===== src/rtl/mloop_pkg.sv =====
package mloop_pkg;

    localparam int ADDR_W = 32;
    localparam int WORD_W = 32;

    typedef enum logic [1:0] {
        ST_IDLE   = 2'd0,
        ST_READ   = 2'd1,
        ST_WRITE  = 2'd2,
        ST_FINISH = 2'd3
    } mloop_state_e;

    typedef struct packed {
        logic              src_en;
        logic              dst_en;
        logic [ADDR_W-1:0] offset;
        logic [WORD_W-1:0] count;
    } mloop_desc_t;

endpackage


===== src/rtl/mloop_desc_decode.sv =====
module mloop_desc_decode
    import mloop_pkg::*;
#(
    parameter int OFF_W   = 20,
    parameter int SHORT_W = 10
) (
    input  logic              map_en,
    input  logic [WORD_W-1:0] word,
    output mloop_desc_t       desc
);
    localparam int LONG_W  = WORD_W - 2;
    localparam int OFF_LSB = SHORT_W;
    localparam int OFF_MSB = SHORT_W + OFF_W - 1;

    logic [OFF_W-1:0] off_field;

    assign off_field = word[OFF_MSB:OFF_LSB];

    always_comb begin
        desc = '0;
        if (!map_en) begin
            desc.count = word;
        end else begin
            desc.src_en = word[WORD_W-1];
            desc.dst_en = word[WORD_W-2];
            if (word[WORD_W-1] || word[WORD_W-2]) begin
                desc.offset = {{(ADDR_W-OFF_W){off_field[OFF_W-1]}}, off_field};
                desc.count  = {{(WORD_W-SHORT_W){1'b0}}, word[SHORT_W-1:0]};
            end else begin
                desc.count  = {2'b00, word[LONG_W-1:0]};
            end
        end
    end
endmodule


===== src/rtl/mloop_beat_calc.sv =====
module mloop_beat_calc
    import mloop_pkg::*;
#(
    parameter int BEAT_BYTES = 4,
    parameter int SZ_W       = $clog2(BEAT_BYTES) + 1
) (
    input  logic [WORD_W-1:0] remaining,
    output logic [SZ_W-1:0]   beat,
    output logic              last
);
    localparam logic [WORD_W-1:0] FULL = WORD_W'(BEAT_BYTES);

    always_comb begin
        if (remaining >= FULL) begin
            beat = SZ_W'(BEAT_BYTES);
        end else begin
            beat = remaining[SZ_W-1:0];
        end
        last = (remaining <= FULL);
    end
endmodule


===== src/rtl/mloop_cancel_ctl.sv =====
module mloop_cancel_ctl (
    input  logic       clk,
    input  logic       rst_n,
    input  logic       cancel_set,
    input  logic       err_cancel_set,
    input  logic       err_clr,
    input  logic       err_int_en,
    input  logic       idle,
    input  logic       honor,
    output logic       stop_req,
    output logic [1:0] pending,
    output logic       err_status,
    output logic       err_irq
);
    logic cx_q, ecx_q, err_q;

    always_ff @(posedge clk or negedge rst_n) begin
        if (!rst_n) begin
            cx_q  <= 1'b0;
            ecx_q <= 1'b0;
            err_q <= 1'b0;
        end else begin
            if (cancel_set)          cx_q <= 1'b1;
            else if (idle || honor)  cx_q <= 1'b0;

            if (err_cancel_set)      ecx_q <= 1'b1;
            else if (idle || honor)  ecx_q <= 1'b0;

            if (honor && ecx_q)      err_q <= 1'b1;
            else if (err_clr)        err_q <= 1'b0;
        end
    end

    assign stop_req   = cx_q || ecx_q;
    assign pending    = {ecx_q, cx_q};
    assign err_status = err_q;
    assign err_irq    = err_q && err_int_en;

    a_r9_error_cancel_logged: assert property (@(posedge clk) disable iff (!rst_n)
        (honor && ecx_q) |=> err_q);
    a_r9_irq_needs_status: assert property (@(posedge clk) disable iff (!rst_n)
        err_irq |-> err_q);
    a_r10_idle_cancel_drops: assert property (@(posedge clk) disable iff (!rst_n)
        (idle && !cancel_set && !err_cancel_set) |=> (!cx_q && !ecx_q));
    a_r12_status_sticky: assert property (@(posedge clk) disable iff (!rst_n)
        (err_q && !err_clr) |=> err_q);
    a_r8_cancel_self_clears: assert property (@(posedge clk) disable iff (!rst_n)
        (honor && !cancel_set && !err_cancel_set) |=> (!cx_q && !ecx_q));
endmodule


===== src/rtl/mloop_dma.sv =====
module mloop_dma
    import mloop_pkg::*;
#(
    parameter int BEAT_BYTES = 4,
    parameter int OFF_W      = 20,
    parameter int SHORT_W    = 10,
    parameter int DATA_W     = 8 * BEAT_BYTES,
    parameter int SZ_W       = $clog2(BEAT_BYTES) + 1
) (
    input  logic              clk,
    input  logic              rst_n,
    input  logic              start,
    input  logic              map_en,
    input  logic [WORD_W-1:0] desc_word,
    input  logic [ADDR_W-1:0] src_base,
    input  logic [ADDR_W-1:0] dst_base,
    input  logic              cancel_set,
    input  logic              err_cancel_set,
    input  logic              err_clr,
    input  logic              err_int_en,
    output logic              rd_req,
    output logic [ADDR_W-1:0] rd_addr,
    output logic [SZ_W-1:0]   rd_size,
    input  logic              rd_ack,
    input  logic [DATA_W-1:0] rd_data,
    output logic              wr_req,
    output logic [ADDR_W-1:0] wr_addr,
    output logic [SZ_W-1:0]   wr_size,
    output logic [DATA_W-1:0] wr_data,
    input  logic              wr_ack,
    output logic              busy,
    output logic              done,
    output logic [ADDR_W-1:0] src_addr,
    output logic [ADDR_W-1:0] dst_addr,
    output logic [1:0]        cancel_pending,
    output logic              err_status,
    output logic              err_irq
);
    mloop_state_e      state_q, state_d;
    mloop_desc_t       dec;
    logic [ADDR_W-1:0] src_q, dst_q, off_q;
    logic [WORD_W-1:0] rem_q;
    logic              src_en_q, dst_en_q;
    logic [DATA_W-1:0] data_q;
    logic [SZ_W-1:0]   beat;
    logic              last_beat;
    logic              stop_req;
    logic              in_idle, in_finish;

    mloop_desc_decode #(.OFF_W(OFF_W), .SHORT_W(SHORT_W)) u_decode (
        .map_en (map_en),
        .word   (desc_word),
        .desc   (dec)
    );

    mloop_beat_calc #(.BEAT_BYTES(BEAT_BYTES), .SZ_W(SZ_W)) u_beat (
        .remaining (rem_q),
        .beat      (beat),
        .last      (last_beat)
    );

    assign in_idle   = (state_q == ST_IDLE);
    assign in_finish = (state_q == ST_FINISH);

    mloop_cancel_ctl u_cancel (
        .clk            (clk),
        .rst_n          (rst_n),
        .cancel_set     (cancel_set),
        .err_cancel_set (err_cancel_set),
        .err_clr        (err_clr),
        .err_int_en     (err_int_en),
        .idle           (in_idle),
        .honor          (in_finish),
        .stop_req       (stop_req),
        .pending        (cancel_pending),
        .err_status     (err_status),
        .err_irq        (err_irq)
    );

    // next-state logic
    always_comb begin
        state_d = state_q;
        unique case (state_q)
            ST_IDLE: begin
                if (start) state_d = (dec.count == '0) ? ST_FINISH : ST_READ;
            end
            ST_READ: begin
                if (rd_ack) state_d = ST_WRITE;
            end
            ST_WRITE: begin
                if (wr_ack) state_d = (last_beat || stop_req) ? ST_FINISH : ST_READ;
            end
            ST_FINISH: begin
                state_d = ST_IDLE;
            end
        endcase
    end

    // state register
    always_ff @(posedge clk or negedge rst_n) begin
        if (!rst_n) state_q <= ST_IDLE;
        else        state_q <= state_d;
    end

    // loop datapath
    always_ff @(posedge clk or negedge rst_n) begin
        if (!rst_n) begin
            src_q    <= '0;
            dst_q    <= '0;
            off_q    <= '0;
            rem_q    <= '0;
            src_en_q <= 1'b0;
            dst_en_q <= 1'b0;
            data_q   <= '0;
        end else begin
            unique case (state_q)
                ST_IDLE: begin
                    if (start) begin
                        src_q    <= src_base;
                        dst_q    <= dst_base;
                        off_q    <= dec.offset;
                        rem_q    <= dec.count;
                        src_en_q <= dec.src_en;
                        dst_en_q <= dec.dst_en;
                    end
                end
                ST_READ: begin
                    if (rd_ack) data_q <= rd_data;
                end
                ST_WRITE: begin
                    if (wr_ack) begin
                        src_q <= src_q + ADDR_W'(beat);
                        dst_q <= dst_q + ADDR_W'(beat);
                        rem_q <= rem_q - WORD_W'(beat);
                    end
                end
                ST_FINISH: begin
                    if (src_en_q) src_q <= src_q + off_q;
                    if (dst_en_q) dst_q <= dst_q + off_q;
                end
            endcase
        end
    end

    // outputs
    always_comb begin
        rd_req   = (state_q == ST_READ);
        wr_req   = (state_q == ST_WRITE);
        done     = in_finish;
        busy     = !in_idle;
        rd_addr  = src_q;
        wr_addr  = dst_q;
        rd_size  = beat;
        wr_size  = beat;
        wr_data  = data_q;
        src_addr = src_q;
        dst_addr = dst_q;
    end

    a_r1_one_activity: assert property (@(posedge clk) disable iff (!rst_n)
        $onehot0({rd_req, wr_req, done}));
    a_r5_beat_size_legal: assert property (@(posedge clk) disable iff (!rst_n)
        rd_req |-> (rd_size != '0 && rd_size <= SZ_W'(BEAT_BYTES)));
    a_r7_done_single: assert property (@(posedge clk) disable iff (!rst_n)
        done |=> !done);
    a_r13_read_held: assert property (@(posedge clk) disable iff (!rst_n)
        (rd_req && !rd_ack) |=> (rd_req && $stable(rd_addr)));
    a_r13_write_held: assert property (@(posedge clk) disable iff (!rst_n)
        (wr_req && !wr_ack) |=> (wr_req && $stable(wr_addr)));
    a_r11_start_ignored: assert property (@(posedge clk) disable iff (!rst_n)
        (rd_req && start && !rd_ack) |=> (rd_req && $stable(rd_addr)));
endmodule


===== config.mk =====
export PLATFORM = sky130hd
export DESIGN_NAME = mloop_dma
export DESIGN_NICKNAME = d
export VERILOG_FILES = /design/src/rtl/mloop_pkg.sv /design/src/rtl/mloop_desc_decode.sv /design/src/rtl/mloop_beat_calc.sv /design/src/rtl/mloop_cancel_ctl.sv /design/src/rtl/mloop_dma.sv
export SDC_FILE = /design/constraint.sdc
export NUM_CORES = 1
export LEC_CHECK = 0
export BUFFER_PORTS_ARGS = -buffer_cell sky130_fd_sc_hd__buf_4
export CAP_MARGIN = 20
export CORE_MARGIN = 1
export CORE_UTILIZATION = 35
export DETAILED_ROUTE_END_ITERATION = 10
export GPL_ROUTABILITY_DRIVEN = 0
export PLACE_DENSITY = 0.59
export SYNTH_ARGS = -nofsm -noshare
export SYNTH_HDL_FRONTEND = slang
export SYNTH_SLANG_ARGS = --single-unit

===== constraint.sdc =====
create_clock -name clk -period 13.1 [get_ports clk]
set_input_delay 0.655 -clock clk [delete_from_list [all_inputs] [get_ports clk]]
set_output_delay 0.655 -clock clk [all_outputs]
set_load 0.01 [all_outputs]

## Word level (Yosys, flattened, before mapping)

Index checks and enable logic that the tools add are counted.

| cells by class | value |
|---|---|
| reductions and logical operators | 20 |
| $add $sub $neg | 5 |
| equal/unequal tests | 8 |
| magnitude comparators | 2 |
| mux-type cells | 27 |

Operators by type and width:

| cell | number |
|---|---|
| $mux W32 | 10 |
| $pmux W32 S3 | 2 |
| $add A32 B3 Y32 | 2 |
| $add A32 B32 Y32 | 2 |
| $pmux W32 S2 | 1 |
| $mux W34 | 1 |
| $ge A32 B3 Y1 const B | 1 |
| $le A32 B3 Y1 const B | 1 |
| $logic_not A32 Y1 | 1 |
| $sub A32 B3 Y32 | 1 |
| $mux W30 | 1 |
| $mux W2 | 5 |
| $pmux W2 S4 | 1 |
| $reduce_and A4 Y1 | 2 |
| $reduce_bool A2 Y1 | 4 |
| $ne A2 B2 Y1 const B | 3 |
| $reduce_and A3 Y1 | 2 |
| $mux W1 | 5 |
| $eq A2 B2 Y1 const B | 2 |
| $logic_or A1 B1 Y1 | 4 |
| $ne A2 B1 Y1 const B | 2 |
| $reduce_and A2 Y1 | 2 |
| $mux W3 | 1 |
| $reduce_bool A3 Y1 | 1 |
| 4 further kinds | 5 |

| word-level totals | value |
|---|---|
| register bits | 167 |
| logic and storage cells | 73 |
| input bits | 138 |

## Depth between registers and ports, before layout

| depth | value |
|---|---|
| depth after elaboration | 7 |
| depth in mapped cells | 20 |
| gate-level depth less buffers | 20 |

## Modules after synthesis

A second synthesis with hierarchy kept.

| unflattened totals | value |
|---|---|
| cells, all modules | 1835 |
| area total of the unflattened synthesis | 14831.7 um^2 |

By module, submodules not included:

| module | area each (um^2) | cells an instance | times used |
|---|---|---|---|
| mloop_dma | 14116.0 | 1735 | 1 |
| mloop_desc_decode | 486.7 | 72 | 1 |
| mloop_cancel_ctl | 133.9 | 13 | 1 |
| mloop_beat_calc | 95.1 | 15 | 1 |

## Worst setup path before layout

Ideal clock, no wire load.

| path | value |
|---|---|
| kind | register to register |
| start point | register rem_q[26] |
| end point | register src_q[24] (netlist: rd_addr[24]) |
| buffers on the path | 0 |
| stages on the path, launching flop included | 20 |
| data arrival time | 4.860 ns |
| slack | 8.114 ns |
| path through | dfrtp_1 > or4_4 > or4_4 > nor4_4 > and2_1 > and2b_1 > and2_1 > mux2_2 > ha_1 > inv_1 > fa_1 > nand2b_1 > a21oi_1 > o21ai_0 > o21ai_0 > a31oi_1 > o21ai_0 > a41oi_1 > xnor2_1 > a221o_1 |

| on the way | value |
|---|---|
| word-level cells in the longest chain between the ends | 5 |

Ends and longest elaborated chain:

| element | RTL line | RTL |
|---|---|---|
| start, declared | mloop_dma.sv:42 | `logic [WORD_W-1:0] rem_q;` |
| start signal, assigned | mloop_dma.sv:122 | `rem_q <= dec.count;` |
| start signal, assigned | mloop_dma.sv:134 | `rem_q <= rem_q - WORD_W'(beat);` |
| $ge A32 B3 Y1 | mloop_beat_calc.sv:14 | `if (remaining >= FULL) begin` |
| $mux W3 | mloop_beat_calc.sv:14 |  |
| via rd_size[0] | mloop_dma.sv:23 | `output logic [SZ_W-1:0] rd_size,` |
| $add A32 B3 Y32 | mloop_dma.sv:132 | `src_q <= src_q + ADDR_W'(beat);` |
| $mux W32 | mloop_dma.sv:131 | `if (wr_ack) begin` |
| $pmux W32 S3 | mloop_dma.sv:116 | `unique case (state_q)` |
| end signal, assigned | mloop_dma.sv:119 | `src_q <= src_base;` |
| end signal, assigned | mloop_dma.sv:132 |  |
| end signal, assigned | mloop_dma.sv:138 | `if (src_en_q) src_q <= src_q + off_q;` |
| end, declared | mloop_dma.sv:41 | `logic [ADDR_W-1:0] src_q, dst_q, off_q;` |

The timed path passes the listed nets, and every way through them passes these cells. The select of a mux whose other input is x is not followed.
A chain may end at the register's enable or synchronous reset.

## Final worst setup path

| path | value |
|---|---|
| start point | register rem_q[26] |
| end point | register src_q[24] (netlist: rd_addr[24]) |

| on the way | value |
|---|---|
| word-level cells in the longest chain between the ends | 5 |

Ends and longest elaborated chain:

| element | RTL line |
|---|---|
| $ge A32 B3 Y1 | mloop_beat_calc.sv:14 |
| $mux W3 | mloop_beat_calc.sv:14 |
| $add A32 B3 Y32 | mloop_dma.sv:132 |
| $mux W32 | mloop_dma.sv:131 |
| $pmux W32 S3 | mloop_dma.sv:116 |

Every way passes these cells. The select of a mux whose other input is x is not followed.

==> results.sh <==
export IMPL_status="finished clean"
export IMPL_avgSynthCellArea_sq_um=8.50
export IMPL_worst_slew_pin_slew_ns=1.01
export IMPL_ys_warn_count=0
export IMPL_synthTopCellsByArea="dfrtp_1 35%, ha_1 7.8%, a21oi_1 6.4%, o21ai_0 5.3%, buf_4 4.7%"
export IMPL_die_w_um=179
export IMPL_dr_pass1_iters=5
export IMPL_start_util_pct=35.7
export IMPL_cts_setup_buffers=0
export IMPL_p_int_mw=1.82
export IMPL_setup_worst_path_class="flip-flop to flip-flop"
export IMPL_setup_tns_ns=0
export IMPL_p_sw_share_pct=44.8
export IMPL_fin_skew_ns=0.0174
export IMPL_powerDensity_nw_per_um2=238
export IMPL_placed_area_sq_um=13200
export IMPL_critPathLaunch="rem_q[26]"
export IMPL_required_ns=13.42
export IMPL_dieArea_sq_um=32000
export IMPL_post_route_drc_count=0
export IMPL_grt_pass1_wl_mm=53.4
export IMPL_final_setup_viol_count=0
export IMPL_via_per_inst=5.40
export IMPL_slew_headroom_pct=31.9
export IMPL_cp_start_kind="flip-flop"
export IMPL_crit_arrival_ns=6.01
export IMPL_p_leak_nw=6.48
export IMPL_slew_viol_final=0
export IMPL_combPwrFrac_pct=54.8
export IMPL_syn2layout_area_growth_pct=26.3
export IMPL_worst_r2r_cell_count=18
export IMPL_crit_fanout=4
export IMPL_clockRootBuffer="clkbuf_16"
export IMPL_cts_resized=0
export IMPL_drt_initial_drc_count=636
export IMPL_r2r_start="rem_q[26]"
export IMPL_insertion_delay_ns=0.43
export IMPL_grt_start_max_net_pins=101
export IMPL_vdd_drop_max_mv=0.124
export IMPL_yosysTopAreaCell="dfrtp_1"
export IMPL_cp_end_kind="flip-flop"
export IMPL_grt_pass1_vias=9866
export IMPL_wl_per_cell_um=18.2
export IMPL_synthesis_nets=1495
export IMPL_async_flop_share_pct=100
export IMPL_num_rows=64
export IMPL_grtUsageTotal_pct=21.6
export IMPL_gr_total_overflow=0
export IMPL_hold_viol_final=0
export IMPL_antenna_cells=0
export IMPL_dpl_hpwl_mm=26.2
export IMPL_max_stage_delay_ns=0.57
export IMPL_cts_hold_buf=0
export IMPL_yosys_top_cells_count="155 x dfrtp_1, 139 x a21oi_1, 134 x nand2_1"
export IMPL_synthCells=1287
export IMPL_io_buffer_count=311
export IMPL_path_common_cell="o21ai_0"
export IMPL_path_cells="or4_4 > or4_4 > nor4_4 > and2_1 > and2b_1 > nand2_1 > o21ai_0 > inv_1 > fa_1 > nand2b_1 > a21oi_1 > o21ai_0 > o21ai_0 > a31oi_1 > o21ai_0 > a41oi_1 > xnor2_1 > a221o_1"
export IMPL_seq_area_frac_synth_pct=35.5
export IMPL_total_power_mw=3.29
export IMPL_die_h_um=179
export IMPL_p_switching_mw=1.47
export IMPL_clock_sinks=155
export IMPL_synth_top_area_share_pct=35.5
export IMPL_layout_drive_gt1_share_pct=26.5
export IMPL_ios=312
export IMPL_grt_antenna_before_repair=0
export IMPL_maxCapViolCount=0
export IMPL_fin_util_pct=45.0
export IMPL_fin_crit_sh_pct=43.4
export IMPL_synth_edf_count=0
export IMPL_design_area_sq_um=13800
export IMPL_max_freq_mhz=176
export IMPL_clock_path_buffers=2
export IMPL_synth_ff_type="dfrtp_1"
export IMPL_worst_path_max_delay_cell="or4_4"
export IMPL_seqPwrFrac_pct=29.0
export IMPL_final_nets=1715
export IMPL_h_tree_depth=4
export IMPL_tritoncts="built"
export IMPL_synth_cell_types=71
export IMPL_r2r_end="rd_addr[24]"
export IMPL_hold_path_class="input pin to async pin"
export IMPL_core_area_sq_um=30700
export IMPL_r2r_slack_ns=7.41
export IMPL_cp_num_buf_inv=1
export IMPL_yosysMostFrequentCell="dfrtp_1"
export IMPL_clk_pin_slew_ns=0.08
export IMPL_synth_seq_cells=155
export IMPL_cpLargestDelayFamily="compound AO/OA/AOI/OAI gates"
export IMPL_wirelength_mm=34.9
export IMPL_fin_crit_ns=5.69
export IMPL_cts_buffers=17
export IMPL_fill_cells=3021
export IMPL_rsz0062_at_grt="no"
export IMPL_via_count=10400
export IMPL_pwr_share_clk_pct=16.1
export IMPL_ant_nets=0
export IMPL_syn_cell_area_sq_um=10900
==> flip-flops by register name, summed over array words and instances, names as in the netlist <==
name / flops
off_q: 20
u_cancel.err_status: 1
rem_q: 32
u_cancel.ecx_q: 1
u_cancel.cx_q: 1
state_q: 2
rd_addr: 32
src_en_q: 1
dst_addr: 32
wr_data: 32
dst_en_q: 1
==> worst register-to-register path, stage by stage (launching register included) <==
cell,delay (ns)
dfrtp_1,0.42
or4_4,0.57
or4_4,0.45
nor4_4,0.34
and2_1,0.24
and2b_1,0.19
nand2_1,0.08
o21ai_0,0.45
inv_1,0.19
fa_1,0.45
nand2b_1,0.18
a21oi_1,0.16
o21ai_0,0.13
o21ai_0,0.49
a31oi_1,0.21
o21ai_0,0.39
a41oi_1,0.19
xnor2_1,0.15
a221o_1,0.31
==> stage by stage <==
step	cells	hold WS, ns	setup WS (ns)
2_1_floorplan	1287	0.359	8.11
3_3_place_gp	1882	0.481	7.55
3_5_place_dp	1882	0.488	7.42
4_1_cts	1914	0.382	7.43
5_1_grt	1916	0.136	6.86
6_report	1916	0.113	7.41
==> worst max-delay path by stage <==
| stage | slack (ns) | endpoint | cells after the start |
|---|---|---|---|
| floorplan | 8.11 | rd_addr[24] | 19 |
| global placement | 7.55 | rd_addr[24] | 18 |
| detailed placement | 7.42 | rd_addr[24] | 18 |
| CTS | 7.43 | rd_addr[24] | 18 |
| global route | 6.86 | dst_addr[24] | 19 |
| finish | 7.41 | rd_addr[24] | 18 |
==> logic make-up after synthesis <==
group	after synthesis	synth area share [%]
flops	155	35.5
other cells	1	0.0343
buf+inv	163	7.98
mux	44	4.43
xor+xnor	47	3.76
simple gates	387	16.8
compound gates	420	23.4
fa+ha+maj	70	8.15
==> power groups by stage <==
stage	Clock [mW]	Combinational [mW]	Sequential, mW
finish	0.530	1.80	0.955
floorplan	0	1.18	0.952
detailed placement	0	1.79	0.966
global route	0.563	2.02	0.991
CTS	0.548	1.80	0.957
global placement	0	1.77	0.955
==> layer usage <==
metal  share of wire (%)  routed length (um)  track usage (%)  vias up
li1                    -                   -                -     5040
met1                  44               15400             28.7     4879
met2                  48               16600             35.9      405
met3                 6.3                2200             3.54       31
met4                 1.9                 658             6.25        0
met5                   0                   0                0        -
==> layout make-up <==
type	instances	area [sq um]	share of cell area (%)
clock inverter	14	175	1.27
clock buffer	18	439	3.18
inverter	41	154	1.11
sequential	155	3880	28.1
timing repair buffer	323	2460	17.8
multi-input combinational	969	6210	45.0
tap	396	495	3.59
==> placed cells by master (no fill, tap or decap), types with 27 or more instances in the layout <==
cell and count:
mux2_2 34, buf_4 320, nand2_1 134, a21oi_1 138
o21ai_0 116, dfrtp_1 155, ha_1 68, and2_1 27
xnor2_1 28, nor2_1 99, nand3_1 28, inv_1 40
Power figures use the tool's default switching activity.
